$ cat src/rtl/chan_pkg.sv
package chan_pkg;
  localparam int unsigned ADDR_W  = 32;
  localparam int unsigned BYTE_W  = 8;
  localparam int unsigned CNT_W   = 16;
  localparam int unsigned OP_W    = 4;
  localparam int unsigned CMD_W   = 64;
  localparam int unsigned CMD_BYTES = CMD_W / BYTE_W;
  localparam int unsigned STAT_W  = 32;

  localparam logic [OP_W-1:0] OP_NOP    = 4'd0;
  localparam logic [OP_W-1:0] OP_READ   = 4'd1;
  localparam logic [OP_W-1:0] OP_WRITE  = 4'd2;
  localparam logic [OP_W-1:0] OP_CTRL   = 4'd3;
  localparam logic [OP_W-1:0] OP_BRANCH = 4'd4;
  localparam logic [OP_W-1:0] OP_END    = 4'd5;

  typedef struct packed {
    logic [ADDR_W-1:0] addr;
    logic [7:0]        rsv_hi;
    logic [CNT_W-1:0]  count;
    logic [2:0]        rsv_lo;
    logic              chain;
    logic [OP_W-1:0]   op;
  } cmd_t;

  typedef enum logic [2:0] {
    S_IDLE, S_FETCH, S_FWAIT, S_EXEC, S_XFER, S_FIN
  } seq_state_e;

  typedef enum logic [2:0] {
    M_IDLE, M_MRD, M_MWAIT, M_DOUT, M_DIN, M_MWR
  } mov_state_e;
endpackage

$ cat src/rtl/chan_decode.sv
module chan_decode
  import chan_pkg::*;
(
  input  logic [CMD_W-1:0]  cmd_i,
  output logic [OP_W-1:0]   op_o,
  output logic              chain_o,
  output logic [CNT_W-1:0]  count_o,
  output logic [ADDR_W-1:0] addr_o,
  output logic              is_move_o,
  output logic              op_bad_o,
  output logic              cnt_zero_o
);
  cmd_t c;
  assign c          = cmd_t'(cmd_i);
  assign op_o       = c.op;
  assign chain_o    = c.chain;
  assign count_o    = c.count;
  assign addr_o     = c.addr;
  assign is_move_o  = (c.op == OP_READ) || (c.op == OP_WRITE);
  assign op_bad_o   = c.op > OP_END;
  assign cnt_zero_o = is_move_o && (c.count == '0);
endmodule

$ cat src/rtl/chan_mover.sv
module chan_mover
  import chan_pkg::*;
(
  input  logic              clk_i,
  input  logic              rst_ni,
  input  logic              go_i,
  input  logic              to_mem_i,
  input  logic [ADDR_W-1:0] addr_i,
  input  logic [CNT_W-1:0]  count_i,
  output logic              done_o,
  output logic              mem_req_o,
  output logic              mem_we_o,
  output logic [ADDR_W-1:0] mem_addr_o,
  output logic [BYTE_W-1:0] mem_wdata_o,
  input  logic              mem_gnt_i,
  input  logic [BYTE_W-1:0] mem_rdata_i,
  input  logic              dev_rd_valid_i,
  input  logic [BYTE_W-1:0] dev_rd_data_i,
  output logic              dev_rd_ready_o,
  output logic              dev_wr_valid_o,
  output logic [BYTE_W-1:0] dev_wr_data_o,
  input  logic              dev_wr_ready_i
);
  mov_state_e        st_q;
  logic [ADDR_W-1:0] addr_q;
  logic [CNT_W-1:0]  left_q;
  logic [BYTE_W-1:0] buf_q;
  logic              step;
  logic              last;

  assign mem_req_o      = (st_q == M_MRD) || (st_q == M_MWR);
  assign mem_we_o       = (st_q == M_MWR);
  assign mem_addr_o     = addr_q;
  assign mem_wdata_o    = buf_q;
  assign dev_rd_ready_o = (st_q == M_DIN);
  assign dev_wr_valid_o = (st_q == M_DOUT);
  assign dev_wr_data_o  = buf_q;

  // one byte retired this cycle
  assign step   = ((st_q == M_DOUT) && dev_wr_ready_i) || ((st_q == M_MWR) && mem_gnt_i);
  assign last   = (left_q == CNT_W'(1));
  assign done_o = step && last;

  always_ff @(posedge clk_i or negedge rst_ni) begin
    if (!rst_ni) begin
      st_q   <= M_IDLE;
      addr_q <= '0;
      left_q <= '0;
      buf_q  <= '0;
    end else begin
      if (step) begin
        addr_q <= addr_q + ADDR_W'(1);
        left_q <= left_q - CNT_W'(1);
      end
      unique case (st_q)
        M_IDLE: if (go_i) begin
          addr_q <= addr_i;
          left_q <= count_i;
          st_q   <= to_mem_i ? M_DIN : M_MRD;
        end
        M_MRD:   if (mem_gnt_i) st_q <= M_MWAIT;
        M_MWAIT: begin
          buf_q <= mem_rdata_i;
          st_q  <= M_DOUT;
        end
        M_DOUT:  if (dev_wr_ready_i) st_q <= last ? M_IDLE : M_MRD;
        M_DIN:   if (dev_rd_valid_i) begin
          buf_q <= dev_rd_data_i;
          st_q  <= M_MWR;
        end
        M_MWR:   if (mem_gnt_i) st_q <= last ? M_IDLE : M_DIN;
        default: st_q <= M_IDLE;
      endcase
    end
  end

  assert_wr_hold_R4: assert property (@(posedge clk_i) disable iff (!rst_ni)
    dev_wr_valid_o && !dev_wr_ready_i |=> dev_wr_valid_o && $stable(dev_wr_data_o));

  assert_left_nonzero_R5: assert property (@(posedge clk_i) disable iff (!rst_ni)
    (st_q != M_IDLE) |-> (left_q != '0));

  assert_wr_data_hold_R5: assert property (@(posedge clk_i) disable iff (!rst_ni)
    mem_we_o && mem_req_o && !mem_gnt_i |=> mem_we_o && $stable(mem_wdata_o));
endmodule

$ cat src/rtl/chan_seq.sv
module chan_seq
  import chan_pkg::*;
#(
  parameter int unsigned CMD_CNT_W = 8
) (
  input  logic              clk_i,
  input  logic              rst_ni,
  input  logic              caw_we_i,
  input  logic [31:0]       caw_wdata_i,
  input  logic              start_i,
  output logic              start_ack_o,
  output logic              start_busy_o,
  output logic              busy_o,
  output logic              irq_o,
  output logic [31:0]       caw_o,
  output logic [63:0]       ccw_o,
  output logic [31:0]       csw_o,
  output logic              mem_req_o,
  output logic              mem_we_o,
  output logic [31:0]       mem_addr_o,
  output logic [7:0]        mem_wdata_o,
  input  logic              mem_gnt_i,
  input  logic [7:0]        mem_rdata_i,
  input  logic              dev_rd_valid_i,
  input  logic [7:0]        dev_rd_data_i,
  output logic              dev_rd_ready_o,
  output logic              dev_wr_valid_o,
  output logic [7:0]        dev_wr_data_o,
  input  logic              dev_wr_ready_i,
  output logic              dev_ctl_valid_o,
  output logic [7:0]        dev_ctl_o
);
  localparam int unsigned IDX_W  = $clog2(CMD_BYTES);
  localparam int unsigned PAD_W  = STAT_W - CMD_CNT_W - OP_W - 4;

  seq_state_e         st_q;
  logic [ADDR_W-1:0]  caw_q;
  logic [CMD_W-1:0]   ccw_q;
  logic [STAT_W-1:0]  csw_q;
  logic [IDX_W-1:0]   fidx_q;
  logic [CMD_CNT_W-1:0] ncmd_q;
  logic first_q, operr_q, cnterr_q, irq_q, ack_q, bsy_q;

  logic [OP_W-1:0]   d_op;
  logic              d_chain, d_move, d_bad, d_zero;
  logic [CNT_W-1:0]  d_count;
  logic [ADDR_W-1:0] d_addr;

  logic              mv_go, mv_done, mv_req, mv_we;
  logic [ADDR_W-1:0] mv_addr;
  logic [BYTE_W-1:0] mv_wdata;
  logic              fetch_req;

  chan_decode u_dec (
    .cmd_i(ccw_q), .op_o(d_op), .chain_o(d_chain), .count_o(d_count),
    .addr_o(d_addr), .is_move_o(d_move), .op_bad_o(d_bad), .cnt_zero_o(d_zero)
  );

  assign mv_go = (st_q == S_EXEC) && d_move && !d_zero;

  chan_mover u_mov (
    .clk_i, .rst_ni, .go_i(mv_go), .to_mem_i(d_op == OP_READ),
    .addr_i(d_addr), .count_i(d_count), .done_o(mv_done),
    .mem_req_o(mv_req), .mem_we_o(mv_we), .mem_addr_o(mv_addr), .mem_wdata_o(mv_wdata),
    .mem_gnt_i, .mem_rdata_i,
    .dev_rd_valid_i, .dev_rd_data_i, .dev_rd_ready_o,
    .dev_wr_valid_o, .dev_wr_data_o, .dev_wr_ready_i
  );

  // command fetch and data moves share one port; they never overlap in time
  assign fetch_req   = (st_q == S_FETCH);
  assign mem_req_o   = fetch_req || mv_req;
  assign mem_we_o    = !fetch_req && mv_we;
  assign mem_addr_o  = fetch_req ? caw_q + ADDR_W'(fidx_q) : mv_addr;
  assign mem_wdata_o = mv_wdata;

  assign dev_ctl_valid_o = (st_q == S_EXEC) && (d_op == OP_CTRL);
  assign dev_ctl_o       = d_addr[7:0];

  assign busy_o       = (st_q != S_IDLE);
  assign irq_o        = irq_q;
  assign start_ack_o  = ack_q;
  assign start_busy_o = bsy_q;
  assign caw_o        = caw_q;
  assign ccw_o        = ccw_q;
  assign csw_o        = csw_q;

  always_ff @(posedge clk_i or negedge rst_ni) begin
    if (!rst_ni) begin
      st_q     <= S_IDLE;
      caw_q    <= '0;
      ccw_q    <= '0;
      csw_q    <= '0;
      fidx_q   <= '0;
      ncmd_q   <= '0;
      first_q  <= 1'b0;
      operr_q  <= 1'b0;
      cnterr_q <= 1'b0;
      irq_q    <= 1'b0;
      ack_q    <= 1'b0;
      bsy_q    <= 1'b0;
    end else begin
      irq_q <= 1'b0;
      ack_q <= 1'b0;
      bsy_q <= start_i && (st_q != S_IDLE);
      unique case (st_q)
        S_IDLE: begin
          if (start_i) begin
            st_q     <= S_FETCH;
            fidx_q   <= '0;
            first_q  <= 1'b1;
            ncmd_q   <= '0;
            operr_q  <= 1'b0;
            cnterr_q <= 1'b0;
          end else if (caw_we_i) begin
            caw_q <= caw_wdata_i;
          end
        end
        S_FETCH: if (mem_gnt_i) st_q <= S_FWAIT;
        S_FWAIT: begin
          ccw_q[fidx_q*BYTE_W +: BYTE_W] <= mem_rdata_i;
          fidx_q <= fidx_q + IDX_W'(1);
          if (fidx_q == IDX_W'(CMD_BYTES-1)) begin
            caw_q   <= caw_q + ADDR_W'(CMD_BYTES);
            st_q    <= S_EXEC;
            ack_q   <= first_q;
            first_q <= 1'b0;
          end else begin
            st_q <= S_FETCH;
          end
        end
        S_EXEC: begin
          ncmd_q <= ncmd_q + CMD_CNT_W'(1);
          if (d_bad) begin
            operr_q <= 1'b1;
            st_q    <= S_FIN;
          end else if (d_zero) begin
            cnterr_q <= 1'b1;
            st_q     <= S_FIN;
          end else if (d_move) begin
            st_q <= S_XFER;
          end else if (d_op == OP_BRANCH) begin
            caw_q <= d_addr;
            st_q  <= S_FETCH;
          end else if (d_op == OP_END) begin
            st_q <= S_FIN;
          end else begin
            st_q <= d_chain ? S_FETCH : S_FIN;
          end
        end
        S_XFER: if (mv_done) st_q <= d_chain ? S_FETCH : S_FIN;
        S_FIN: begin
          csw_q <= {PAD_W'(0), ncmd_q, d_op, 1'b0, cnterr_q, operr_q, 1'b1};
          irq_q <= 1'b1;
          st_q  <= S_IDLE;
        end
        default: st_q <= S_IDLE;
      endcase
    end
  end

  assert_idle_no_req_R3: assert property (@(posedge clk_i) disable iff (!rst_ni)
    !busy_o |-> !mem_req_o);

  assert_ack_busy_R3: assert property (@(posedge clk_i) disable iff (!rst_ni)
    start_ack_o |-> busy_o);

  assert_caw_stable_R6: assert property (@(posedge clk_i) disable iff (!rst_ni)
    (st_q == S_XFER) && !mv_done |=> $stable(caw_q));

  assert_ctl_pulse_R8: assert property (@(posedge clk_i) disable iff (!rst_ni)
    dev_ctl_valid_o |=> !dev_ctl_valid_o);

  assert_irq_pulse_R9: assert property (@(posedge clk_i) disable iff (!rst_ni)
    irq_o |=> !irq_o);

  assert_irq_done_R9: assert property (@(posedge clk_i) disable iff (!rst_ni)
    irq_o |-> csw_o[0] && !busy_o);

  assert_req_hold_R12: assert property (@(posedge clk_i) disable iff (!rst_ni)
    mem_req_o && !mem_gnt_i |=> mem_req_o && $stable(mem_addr_o) && $stable(mem_we_o));
endmodule

$ cat config.mk
export PLATFORM = sky130hd
export DESIGN_NAME = chan_seq
export DESIGN_NICKNAME = d
export VERILOG_FILES = /design/src/rtl/chan_pkg.sv /design/src/rtl/chan_decode.sv /design/src/rtl/chan_mover.sv /design/src/rtl/chan_seq.sv
export SDC_FILE = /design/constraint.sdc
export NUM_CORES = 1
export LEC_CHECK = 0
export BUFFER_PORTS_ARGS = -buffer_cell sky130_fd_sc_hd__buf_2
export CAP_MARGIN = 20
export CELL_PAD_IN_SITES_DETAIL_PLACEMENT = 0
export CELL_PAD_IN_SITES_GLOBAL_PLACEMENT = 1
export CORE_UTILIZATION = 44
export CTS_CLUSTER_SIZE = 40
export DETAILED_ROUTE_END_ITERATION = 12
export GPL_TIMING_DRIVEN = 0
export PLACE_DENSITY_LB_ADDON = 0.15
export SYNTH_ARGS = -nofsm -noshare
export SYNTH_HDL_FRONTEND = slang
export SYNTH_SLANG_ARGS = --single-unit
$ cat constraint.sdc
create_clock -name clk_i -period 4 [get_ports clk_i]
set_input_delay 0.2 -clock clk_i [delete_from_list [all_inputs] [get_ports clk_i]]
set_output_delay 0.2 -clock clk_i [all_outputs]
set_load 0.02 [all_outputs]
== Yosys cells after proc, flatten, opt, wreduce, memory -nomap -nowiden ==
Index checks and enable logic that the tools add are counted.

* Add/sub/neg operators: 7
* $lt $le $gt $ge: 1
* Equality and inequality tests: 34
* Shift-type cells: 2
* Muxes and demuxes: 53
* Reduce and logical (&&, ||, !) cells: 32

{| class="wikitable"
|+ Operators with widths
! operator !! count
|-
| $mux W32 || 11
|-
| $pmux W32 S3 || 1
|-
| $bwmux W64 || 1
|-
| $shift A8 B34 Y64 const A || 1
|-
| $shiftx A8 B34 Y64 || 1
|-
| $mux W16 || 3
|-
| $mux W3 || 16
|-
| $neg A6 Y34 || 1
|-
| $add A32 B1 Y32 const B || 1
|-
| $add A32 B3 Y32 || 1
|-
| $add A32 B4 Y32 const B || 1
|-
| $pmux W8 S2 || 2
|-
| $ne A2 B2 Y1 const B || 15
|-
| $pmux W3 S6 || 1
|-
| $eq A16 B1 Y1 const B || 1
|-
| $logic_not A16 Y1 || 1
|-
| $mux W8 || 2
|-
| $sub A16 B1 Y16 const B || 1
|-
| $eq A3 B3 Y1 const B || 5
|-
| $pmux W3 S5 || 1
|-
| $eq A3 B2 Y1 const B || 4
|-
| $mux W1 || 10
|-
| $logic_and A1 B1 Y1 || 9
|-
| $reduce_and A3 Y1 || 3
|-
| 20 further kinds || 36
|}

* Register bits after elaboration: 190
* Bits of input ports: 55
* Output and inout bits: 193
* Logic and storage cells: 145

== Longest topological paths before layout ==
Gate-level depths: netlist (run 1).

* Word-level depth: 7
* Mapped depth: 9
* Mapped depth without buffers: 9

== Cells and area by module ==
From an unflattened synthesis (run 1), not the netlist that was laid out.

* Cells, all modules: 1,240
* Area, all modules: 11,338.4 um2

{| class="wikitable"
|+ Modules (own cells, without submodules)
! module !! times used !! cells each !! area an instance (um2) !! sequential area each (um2)
|-
| chan_seq || 1 || 802 || 7,507.2 || 3,278.1
|-
| chan_mover || 1 || 376 || 3,343.2 || 1,476.4
|-
| chan_decode || 1 || 62 || 488.0 || 0.0
|}

== Worst setup path before layout (run 1) ==
OpenSTA, ideal clock, no wires.

* Kind: reg-to-output
* From: register caw_q[15], in the netlist caw_o[15]
* To: output mem_addr_o[23]
* Arrival time: 2,171 ps
* Data required time: 3,800 ps
* Setup slack: 1,629 ps
* Cell stages (with the launch flop): 8
* Path buffers: 1
* Cells stage by stage: dfrtp_1 > clkbuf_2 > nand4_1 > or2_2 > nor3_1 > nand2_1 > xor2_1 > o21ai_0

* Cells in the longest elaborated chain, start to end: 2

{| class="wikitable"
|+ RTL lines
! what !! RTL line !! text
|-
| start: declaration || chan_seq.sv:37 || <nowiki>logic [ADDR_W-1:0] caw_q;</nowiki>
|-
| start signal: assignment || chan_seq.sv:116 || <nowiki>caw_q <= caw_wdata_i;</nowiki>
|-
| start signal: assignment || chan_seq.sv:124 || <nowiki>caw_q <= caw_q + ADDR_W'(CMD_BYTES);</nowiki>
|-
| start signal: assignment || chan_seq.sv:143 || <nowiki>caw_q <= d_addr;</nowiki>
|-
| $add A32 B3 Y32 || chan_seq.sv:74 || <nowiki>assign mem_addr_o = fetch_req ? caw_q + ADDR_W'(fidx_q) : mv_addr;</nowiki>
|-
| $mux W32 || chan_seq.sv:74 ||
|-
| end: declaration || chan_seq.sv:20 || <nowiki>output logic [31:0] mem_addr_o,</nowiki>
|}

No other way between the ends.

== Worst setup path in the final report (run 1) ==
* From: register fidx_q[0]
* To: output mem_addr_o[23]

* Cells in the longest elaborated chain, start to end: 2

{| class="wikitable"
|+ RTL lines
! what !! RTL line !! text
|-
| start: declaration || chan_seq.sv:40 || <nowiki>logic [IDX_W-1:0] fidx_q;</nowiki>
|-
| start signal: assignment || chan_seq.sv:122 || <nowiki>fidx_q <= fidx_q + IDX_W'(1);</nowiki>
|-
| $add A32 B3 Y32 || chan_seq.sv:74 ||
|-
| $mux W32 || chan_seq.sv:74 ||
|}

No other way between the ends.

==> results of run 1 <==
## stage by stage
step | total power, W | setup WS (ns)
2_1_floorplan | 0.00701 | 1.63
3_3_place_gp | 0.00907 | -0.650
3_5_place_dp | 0.00915 | 1.04
4_1_cts | 0.0110 | 0.538
5_1_grt | 0.0116 | 0.377
6_report | 0.0110 | 0.410
## state kept, by name, summed over array words and instances (netlist names)
register and count:
first_q 1, ncmd_q 8, start_ack_o 1, irq_o 1
ccw_o 64, start_busy_o 1, u_mov.st_q 3, caw_o 32
fidx_q 3, u_mov.left_q 16, st_q 3, cnterr_q 1
csw_o 15, operr_q 1, u_mov.dev_wr_data_o 8, u_mov.mem_addr_o 32
## tightest hold or removal path: stages
cell and delay [ns]:
buf_2 0.10, nand2_1 0.05, a31oi_1 0.08
## final timing paths
check	startpoint	endpoint	slack (ns)
max in group asynchronous	rst_ni	caw_o[11]	2.69
max reg2reg	fidx_q[0]	ccw_o[13]	1.32
min in group asynchronous	rst_ni	caw_o[14]	0.32
min	caw_wdata_i[2]	caw_o[2]	0.02
max	fidx_q[0]	mem_addr_o[23]	0.41
min reg2reg	csw_o[0]	csw_o[0]	0.47
## per-layer routing
metal | global-route usage | up-vias | part of all wire
li1 | - | 4882 | -
met1 | 0.421 | 5011 | 0.44
met2 | 0.486 | 420 | 0.46
met3 | 0.0477 | 74 | 0.068
met4 | 0.102 | 2 | 0.029
met5 | 0 | - | 0.00026
## kinds of logic (layout without fill, tap and decap cells)
logic type               Yosys count  count (layout)  synth area share
other                              1              17          0.000344
adder cells (fa/ha/maj)           15              15            0.0179
XOR/XNOR                          87              87            0.0699
multiplexers                      35              35            0.0348
flip-flops                       190             190             0.436
buffers and inverters            125             391            0.0613
AO/OA/AOI/OAI                    312             312             0.162
AND/OR/NAND/NOR                  505             505             0.218
## power by group
part / leakage (nW) / switching, W / internal, W
Clock: 0.299 / 0.000951 / 0.000873
Sequential: 2.02 / 0.000930 / 0.00259
Combinational: 3.37 / 0.00368 / 0.00198
## area by class of cell
class | count | area (sq um) | share of cell area
clock inverters | 15 | 203 | 0.0153
plain buffers | 107 | 601 | 0.0454
well taps | 324 | 405 | 0.0307
repair buffers | 234 | 1220 | 0.0922
clock buffers | 17 | 425 | 0.0322
inverters | 18 | 67.6 | 0.00511
flip-flops and latches | 190 | 4750 | 0.360
multi-input cells | 971 | 5540 | 0.419
## repair_timing
item | in CTS | in global routing
endpoints found under the setup margin | 0 | 0
hold buffers | 3 | 0
endpoints found under the hold margin | 91 | 0
buffers inserted | 0 | 0
## layout by cell type (no fill, tap or decap), types with 12 or more instances in the layout
cell type  synthesis  layout
clkbuf_1          39      39
buf_4             40      40
nand2_1          199     199
inv_1             18      18
a21oi_1          129     129
nand4_1           23      23
mux2_2            22      22
dfrtp_1          190     190
o21ai_0          118     118
conb_1             1      17
nand3_1           41      41
nor3_1            20      20
ha_1              14      14
mux2i_1           12      12
xnor2_1           57      57
clkbuf_16          0      17
nor2_1           141     141
xor2_1            30      30
buf_2             20     249
==> results.tsv, run 1 <==
stage	metric	value	unit
run_status	status	complete, no violations	
placement	dp_hpwl	28800	um
sta	finalSetupViolations	0	
grt	grt_max_degree	102	
logic_synthesis	synth_edf_count	0	
pwr	vdd_drop_max	0.000415	V
clock_network	insertion_delay	0.45	ns
sta	whs	0.0180	ns
worst_setup_path	crit_required	3.80	ns
clock_network	cts_resized	0	
logic_synthesis	async_flop_share	1.00	
placement	numPlacedInstances	1841	
worst_setup_path	crit_buf_inv	2	
drt	wl_per_cell	20.3	um
cells_and_area	nFillCells	2407	
clock_network	cts_tree	yes	
cells_and_area	area_growth	21.2	%
sta	min_period	3.59	ns
placement	port_buffers	230	
sta	period_share	0.897	
placement	placed_cell_area	12600	sq um
floorplan	die_area	25400	sq um
sta	hold_viol	0	
worst_setup_path	start_kind	flip-flop	
sta	worstMarginPinSlew	1.03	ns
logic_synthesis	avgSynthCellArea	8.59	sq um
clock_network	cts_buffer_depth	2	
sta	fmax	279	MHz
clock_network	htreeDepth	4	
grt	grt_pass1_wl	58900	um
clock_network	cts-root-buf	clkbuf_16	
cells_and_area	final_cells	1876	
floorplan	initial_core_util	0.448	
floorplan	core_area	24300	sq um
worst_setup_path	reg2reg_depth	7	
grt	antenna_found_initial	1	
worst_setup_path	critical_path.top_delay_family	compound AO/OA/AOI/OAI gates	
grt	grt_usage	0.304	
worst_setup_path	critPathMaxFanout	10	
logic_synthesis	synthTopCellsByCount	nand2_1, dfrtp_1, nor2_1	
worst_setup_path	end_kind	primary output	
sta	rsz0062_at_grt	false	
logic_synthesis	ys_ff_latch	190	
floorplan	rows	57	
logic_synthesis	netlist_area	10900	sq um
floorplan	die_w	159	um
cells_and_area	nets	1609	
drt	dr.pass1.iters	6	
pwr	p_per_area	832	nW/um^2
cells_and_area	final_cell_area	13200	sq um
worst_setup_path	worstSetupPathType	reg2out	
worst_hold_path	min_path_type	in2reg	
worst_hold_path	min_delay_path_depth	3	
floorplan	die_h	159	um
logic_synthesis	ys_types	71	
flow_run	maxCapViolations	0	
worst_setup_path	path_depth	9	
drt	drtIter0Drc	910	
cells_and_area	drive_above_1_share	0.246	
logic_synthesis	yosys.area.top_type	dfrtp_1	
clock_network	clock-sinks	190	
grt	grt_pass1_vias	9955	
clock_network	cts.clk_slew.worst_paths	0.08	ns
pwr	p_leak	5.68	nW
drt	vias	10400	
placement	gp_congestion	0.951	
sta	relSlewSlack	0.310	
drt	drc	0	
grt	grt.overflow.total	0	
worst_setup_path	slowest_delay	0.59	ns
logic_synthesis	synth_top_area_frac	0.436	
worst_setup_path	arrival	3.39	ns
drt	viasPerCell	5.54	
sta	skew	0.0176	ns
clock_network	numCtsBuffers	17	
floorplan	io_pins	248	
logic_synthesis	synth_area_leaders	dfrtp_1, nand2_1, a21oi_1, o21ai_0, nor2_1	
sta	setup_tns	0	ns
cells_and_area	post-route-util	0.544	
drt	wl	38100	um
logic_synthesis	syn_inst	1270	
cells_and_area	antenna_cells	0	
drt	ant_nets	0	
worst_setup_path	cpMaxStageDelayCell	buf_1	
logic_synthesis	synth.most_common_cell	nand2_1	
worst_setup_path	crit_chain	ha_1, a21o_1, a21oi_1, buf_1, nor2_1, nand2_1, xor2_1, o21ai_0, buf_2	
sta	final_max_slew_viol_count	0	
logic_synthesis	ys_seq_area_frac	0.436	
logic_synthesis	yosys_most_used_dff	dfrtp_1	
logic_synthesis	ys_warn_count	0	
No activity file was read; power rests on OpenSTA's default activity.
==> inputs of run 2 (changes only) <==
--- a/config.mk
+++ b/config.mk
@@ -9,7 +9,8 @@
 export CAP_MARGIN = 20
 export CELL_PAD_IN_SITES_DETAIL_PLACEMENT = 0
 export CELL_PAD_IN_SITES_GLOBAL_PLACEMENT = 1
-export CORE_UTILIZATION = 44
+export CORE_UTILIZATION = 37
+export CTS_CLUSTER_DIAMETER = 80
 export CTS_CLUSTER_SIZE = 40
 export DETAILED_ROUTE_END_ITERATION = 12
 export GPL_TIMING_DRIVEN = 0
==> constraint.sdc (replaced) <==
create_clock -name clk_i -period 3.1 [get_ports clk_i]
set_input_delay 0.155 -clock clk_i [delete_from_list [all_inputs] [get_ports clk_i]]
set_output_delay 0.155 -clock clk_i [all_outputs]
set_load 0.02 [all_outputs]
==> run 2 against run 1 <==
Setup slack worse by 0.30 ns. Power up 30%. Largest cell class unchanged. Sequential power up 30%. Hold slack worse by 0.0070 ns. Via count down 0.26%. Largest power group unchanged. Wire length up 4.9%. Highest routed layer is now met4. Critical path depth unchanged. Clock power up 30%. Combinational power up 30%. Clock skew down 0.0064 ns. Core utilization down 7.5 points.
==> results.tsv, run 2 (same netlist as run 1, synthesis figures left out) <==
stage	metric	value	unit
sta	hold_viol	0	
drt	viasPerCell	5.30	
worst_hold_path	min_to	u_mov.dev_wr_data_o[7]	
worst_setup_path	worstSetupPathType	reg2out	
sta	fmax	334	MHz
pwr	power	0.0143	W
cells_and_area	final_cells	1955	
drt	ant_nets	0	
clock_network	insertion_delay	0.45	ns
worst_setup_path	critPathMaxFanout	10	
sta	skew	0.0113	ns
pwr	intPower	0.00725	W
worst_setup_path	end_kind	primary output	
worst_setup_path	r2r_end	u_mov.mem_addr_o[27]	
sta	finalSetupViolations	0	
pwr	p_per_area	1060	nW/um^2
flow_run	maxCapViolations	0	
cells_and_area	post-route-util	0.468	
grt	grt.overflow.total	0	
floorplan	core_area	28900	sq um
grt	grt_usage	0.267	
worst_setup_path	crit_required	2.94	ns
cells_and_area	largest_reg_flops	64	
clock_network	numCtsBuffers	17	
clock_network	cts_buffer_depth	2	
placement	port_buffers	230	
cells_and_area	drive_above_1_share	0.250	
floorplan	io_pins	248	
placement	numPlacedInstances	1901	
drt	drtIter0Drc	817	
pwr	p_sw	0.00705	W
drt	wl	39900	um
drt	dr.pass1.iters	5	
worst_hold_path	hp-start	dev_rd_data_i[7]	
pwr	p_seq_frac	0.321	
cells_and_area	area_growth	23.9	%
worst_hold_path	min_delay_path_depth	3	
clock_network	htreeDepth	4	
pwr	clkPwrFrac	0.166	
worst_hold_path	min_path_type	in2reg	
worst_setup_path	start_kind	flip-flop	
floorplan	initial_core_util	0.378	
drt	vias	10400	
placement	gp_congestion	0.921	
sta	rsz0062_at_grt	false	
clock_network	clock-sinks	190	
worst_setup_path	r2r_setup_slack	0.45	ns
pwr	p_leak	5.77	nW
clock_network	cts-root-buf	clkbuf_16	
cells_and_area	antenna_cells	0	
cells_and_area	layout_common_cells	buf_2, nand2_1, dfrtp_1, nor2_1, a21oi_1	
sta	whs	0.0110	ns
cells_and_area	nets	1628	
sta	relSlewSlack	0.292	
grt	grt_pass1_wl	60600	um
floorplan	rows	62	
sta	final_max_slew_viol_count	0	
grt	grt_pass1_vias	9969	
cells_and_area	nFillCells	2909	
floorplan	die_h	174	um
floorplan	die_area	30200	sq um
worst_setup_path	arrival	2.84	ns
clock_network	cts_tree	yes	
grt	antenna_found_initial	0	
cells_and_area	final_common_cell	buf_2	
run_status	status	complete, no violations	
floorplan	die_w	174	um
worst_setup_path	reg2reg_depth	6	
sta	period_share	0.966	
sta	min_period	2.99	ns
pwr	switching_share	0.493	
placement	dp_hpwl	30300	um
clock_network	cts.clk_slew.worst_paths	0.07	ns
grt	grt_max_degree	109	
drt	drc	0	
pwr	p_comb_frac	0.514	
drt	wl_per_cell	20.4	um
worst_setup_path	r2r_start	ccw_o[11]	
pwr	vdd_drop_max	0.000481	V
sta	setup_tns	0	ns
sta	worstMarginPinSlew	1.06	ns
-- run 2: changes by cell type in the layout (fill, tap and decap cells not counted), moves of 3 or more --
cell           change
bufinv_16          +3
dlygate4sd3_1     +17
clkinv_8           -4
o21ai_1            +3
inv_12             -5
o21ai_0            -3
buf_4              +4
-- run 2: final cells by class --
class | count | area, sq um | share of cell area
inverter | 18 | 67.6 | 0.00500
clock inverter | 11 | 156 | 0.0116
tap | 384 | 480 | 0.0356
multi-input combinational | 971 | 5580 | 0.413
timing repair buffer | 254 | 1410 | 0.104
sequential | 190 | 4760 | 0.352
buffer | 106 | 601 | 0.0445
clock buffer | 21 | 460 | 0.0341
-- run 2: layer usage --
metal	share of wire	vias to the layer above	track usage	wire, um
met2	0.45	393	0.406	17900
met5	0	-	0	0
met4	0.035	0	0.111	1410
li1	-	4914	-	-
met3	0.066	71	0.0614	2640
met1	0.45	4984	0.365	18000
-- run 2: critical path: stages (launching register included) --
cell and delay [ns]:
dfrtp_1 0.44, ha_1 0.30, a21o_1 0.17, a21oi_1 0.40, buf_4 0.30, nor2_1 0.12, nand2_1 0.09, xor2_1 0.08
o21ai_1 0.26, buf_2 0.23
-- run 2: how the worst max path moves through the flow --
stage | startpoint | slack, ns | depth (start not counted) | end
after global placement | rst_ni | -1.60 | 1 | u_mov.dev_wr_data_o[6]
after CTS | caw_o[3] | 0.02 | 9 | mem_addr_o[23]
after global routing | fidx_q[0] | 0.01 | 10 | mem_addr_o[20]
after floorplan | caw_o[15] | 0.77 | 7 | mem_addr_o[23]
after detailed placement | fidx_q[0] | 0.11 | 9 | mem_addr_o[23]
final | fidx_q[1] | 0.11 | 9 | mem_addr_o[23]
-- run 2: power groups by stage --
stage | sequential, W | clock (W) | combinational [W]
floorplan | 0.00488 | 0 | 0.00416
global placement | 0.00460 | 0 | 0.00721
detailed placement | 0.00461 | 0 | 0.00726
CTS | 0.00458 | 0.00241 | 0.00732
global route | 0.00470 | 0.00251 | 0.00797
finish | 0.00458 | 0.00237 | 0.00734
-- run 2: timing repair --
action,CTS,global route
hold endpoints to repair,101,0
pin swaps,0,2
gates resized for setup,8,7
setup buffers,0,3
endpoints found under the setup margin,20,14
hold buffers,20,0
-- run 2: metrics by stage --
stage,setup WS [ns],cell area (sq um)
global route,0.0128,13500
detailed placement,0.109,12600
finish,0.107,13500
global placement,-1.60,12600
floorplan,0.774,11000
CTS,0.0194,13500
==> inputs of run 3 (changes only) <==
--- a/config.mk
+++ b/config.mk
@@ -10,6 +10,7 @@
 export CELL_PAD_IN_SITES_DETAIL_PLACEMENT = 0
 export CELL_PAD_IN_SITES_GLOBAL_PLACEMENT = 1
 export CORE_UTILIZATION = 37
+export CTS_BUF_LIST = sky130_fd_sc_hd__clkbuf_16
 export CTS_CLUSTER_DIAMETER = 80
 export CTS_CLUSTER_SIZE = 40
 export DETAILED_ROUTE_END_ITERATION = 12
==> run 3 against run 2 <==
Combinational power about the same. Sequential share of layout area increased by 0.052 points. Final area decreased by 0.15%. First-iteration DRC count decreased by 11%. Sequential cell count unchanged.
==> results.tsv, run 3 (same netlist as run 1, synthesis figures left out) <==
stage	metric	value	unit
pwr	p_per_area	1060	nW/um^2
cells_and_area	final_cell_area	13500	sq um
clock_network	cts_buffer_depth	2	
placement	gp_congestion	0.921	
worst_setup_path	crit_chain	ha_1, a21o_1, a21oi_1, nand2b_1, nor2_1, xnor2_1, o21ai_0, buf_2	
sta	final_max_slew_viol_count	0	
sta	finalSetupViolations	0	
drt	wl_per_cell	20.4	um
sta	period_share	0.960	
worst_setup_path	end_kind	primary output	
worst_setup_path	arrival	2.82	ns
clock_network	clock-sinks	190	
placement	placed_cell_area	12600	sq um
grt	grt_max_degree	109	
worst_hold_path	min_delay_path_depth	3	
clock_network	cts-root-buf	clkbuf_16	
worst_setup_path	r2r_end	u_mov.mem_addr_o[27]	
worst_hold_path	min_path_type	in2reg	
floorplan	io_pins	248	
worst_hold_path	min_to	u_mov.dev_wr_data_o[7]	
floorplan	initial_core_util	0.378	
worst_setup_path	slowest_delay	0.49	ns
grt	grt_pass1_wl	60600	um
floorplan	die_area	30200	sq um
run_status	status	complete, no violations	
cells_and_area	ff_latch_area	4760	sq um
worst_setup_path	r2r_setup_slack	0.46	ns
grt	grt_usage	0.267	
flow_run	maxCapViolations	0	
placement	place_ws	0.109	ns
placement	port_buffers	230	
cells_and_area	area_growth	23.7	%
grt	grt.overflow.total	0	
cells_and_area	nets	1628	
floorplan	die_h	174	um
drt	drtIter0Drc	724	
worst_hold_path	hp-start	dev_rd_data_i[7]	
clock_network	numCtsBuffers	17	
drt	wl	39900	um
placement	dp_hpwl	30300	um
clock_network	insertion_delay	0.45	ns
cells_and_area	largest_reg_flops	64	
cells_and_area	post-route-util	0.467	
sta	relSlewSlack	0.283	
worst_setup_path	reg2reg_depth	6	
cells_and_area	nFillCells	2910	
floorplan	rows	62	
floorplan	core_area	28900	sq um
cells_and_area	multi_input_area	5580	sq um
worst_setup_path	crit_buf_inv	1	
cells_and_area	drive_above_1_share	0.248	
floorplan	die_w	174	um
drt	dr.pass1.iters	5	
sta	hold_viol	0	
drt	vias	10400	
sta	min_period	2.98	ns
drt	viasPerCell	5.31	
sta	fmax	336	MHz
grt	grt_pass1_vias	9975	
worst_setup_path	critical_path.top_delay_family	compound AO/OA/AOI/OAI gates	
sta	rsz0062_at_grt	false	
cells_and_area	final_common_cell	buf_2	
sta	worstMarginPinSlew	1.07	ns
sta	fin_ws	0.125	ns
pwr	power	0.0142	W
pwr	vdd_drop_max	0.000481	V
cells_and_area	antenna_cells	0	
drt	ant_nets	0	
pwr	p_leak	5.77	nW
worst_setup_path	critPathMaxFanout	9	
clock_network	cts_tree	yes	
grt	antenna_found_initial	0	
drt	drc	0	
worst_setup_path	start_kind	flip-flop	
worst_setup_path	crit_required	2.94	ns
worst_setup_path	r2r_start	ccw_o[11]	
worst_setup_path	cpMaxStageDelayCell	dfrtp_2	
sta	skew	0.0173	ns
sta	setup_tns	0	ns
clock_network	htreeDepth	4	
clock_network	cts.clk_slew.worst_paths	0.08	ns
cells_and_area	layout_common_cells	buf_2, nand2_1, dfrtp_1, nor2_1, a21oi_1	
worst_setup_path	worstSetupPathType	reg2out	
run 3: timing repair:
item,CTS,global route
cloned,0,0
hold buffers,20,0
buffers inserted,0,3
hold endpoints to repair,101,0
pin swaps,0,2
gates resized for setup,8,7
setup endpoints to repair,20,14
run 3: worst max path at each step:
| stage | slack (ns) | to | startpoint | cells after the start |
|---|---|---|---|---|
| finish | 0.12 | mem_addr_o[19] | fidx_q[0] | 8 |
| global route | 0.01 | mem_addr_o[20] | fidx_q[0] | 10 |
| CTS | 0.02 | mem_addr_o[23] | caw_o[3] | 9 |
| detailed placement | 0.11 | mem_addr_o[23] | fidx_q[0] | 9 |
| global placement | -1.60 | u_mov.dev_wr_data_o[6] | rst_ni | 1 |
| floorplan | 0.77 | mem_addr_o[23] | caw_o[15] | 7 |
run 3: per-layer routing:
layer,global-route usage,vias to the layer above,part of all wire
li1,-,4912,-
met1,0.364,5021,0.45
met2,0.406,381,0.45
met3,0.0614,72,0.067
met4,0.111,0,0.036
met5,0,-,0
run 3: final cells by class:
class | instances | area share
plain buffers | 106 | 0.0445
repair buffers | 254 | 0.105
clock buffers | 17 | 0.0315
flip-flops and latches | 190 | 0.353
inverters | 18 | 0.00501
well taps | 384 | 0.0356
multi-input cells | 971 | 0.413
clock inverters | 15 | 0.0127
run 3: metrics by stage:
step | hold WS, ns | instances
global route | 0.00487 | 1955
detailed placement | 0.190 | 1901
global placement | 0.402 | 1900
finish | 0.0111 | 1955
floorplan | -0.141 | 1286
CTS | 0.000179 | 1953
run 3: power breakdown:
group	total, W	leakage, nW	switching (W)	internal, W
combinational	0.00734	3.46	0.00476	0.00258
clock	0.00232	0.293	0.00105	0.00127
sequential	0.00459	2.01	0.00124	0.00334
total	0.0142	5.77	0.00705	0.00719
run 3: worst reg2reg max path: cells and delay by family, from the launching register on:
| kind | cells | cell delay, ns |
|---|---|---|
| AND/OR/NAND/NOR | 3 | 1.32 |
| AO/OA/AOI/OAI | 1 | 0.11 |
| flip-flops | 1 | 0.43 |
| buffers and inverters | 2 | 0.65 |
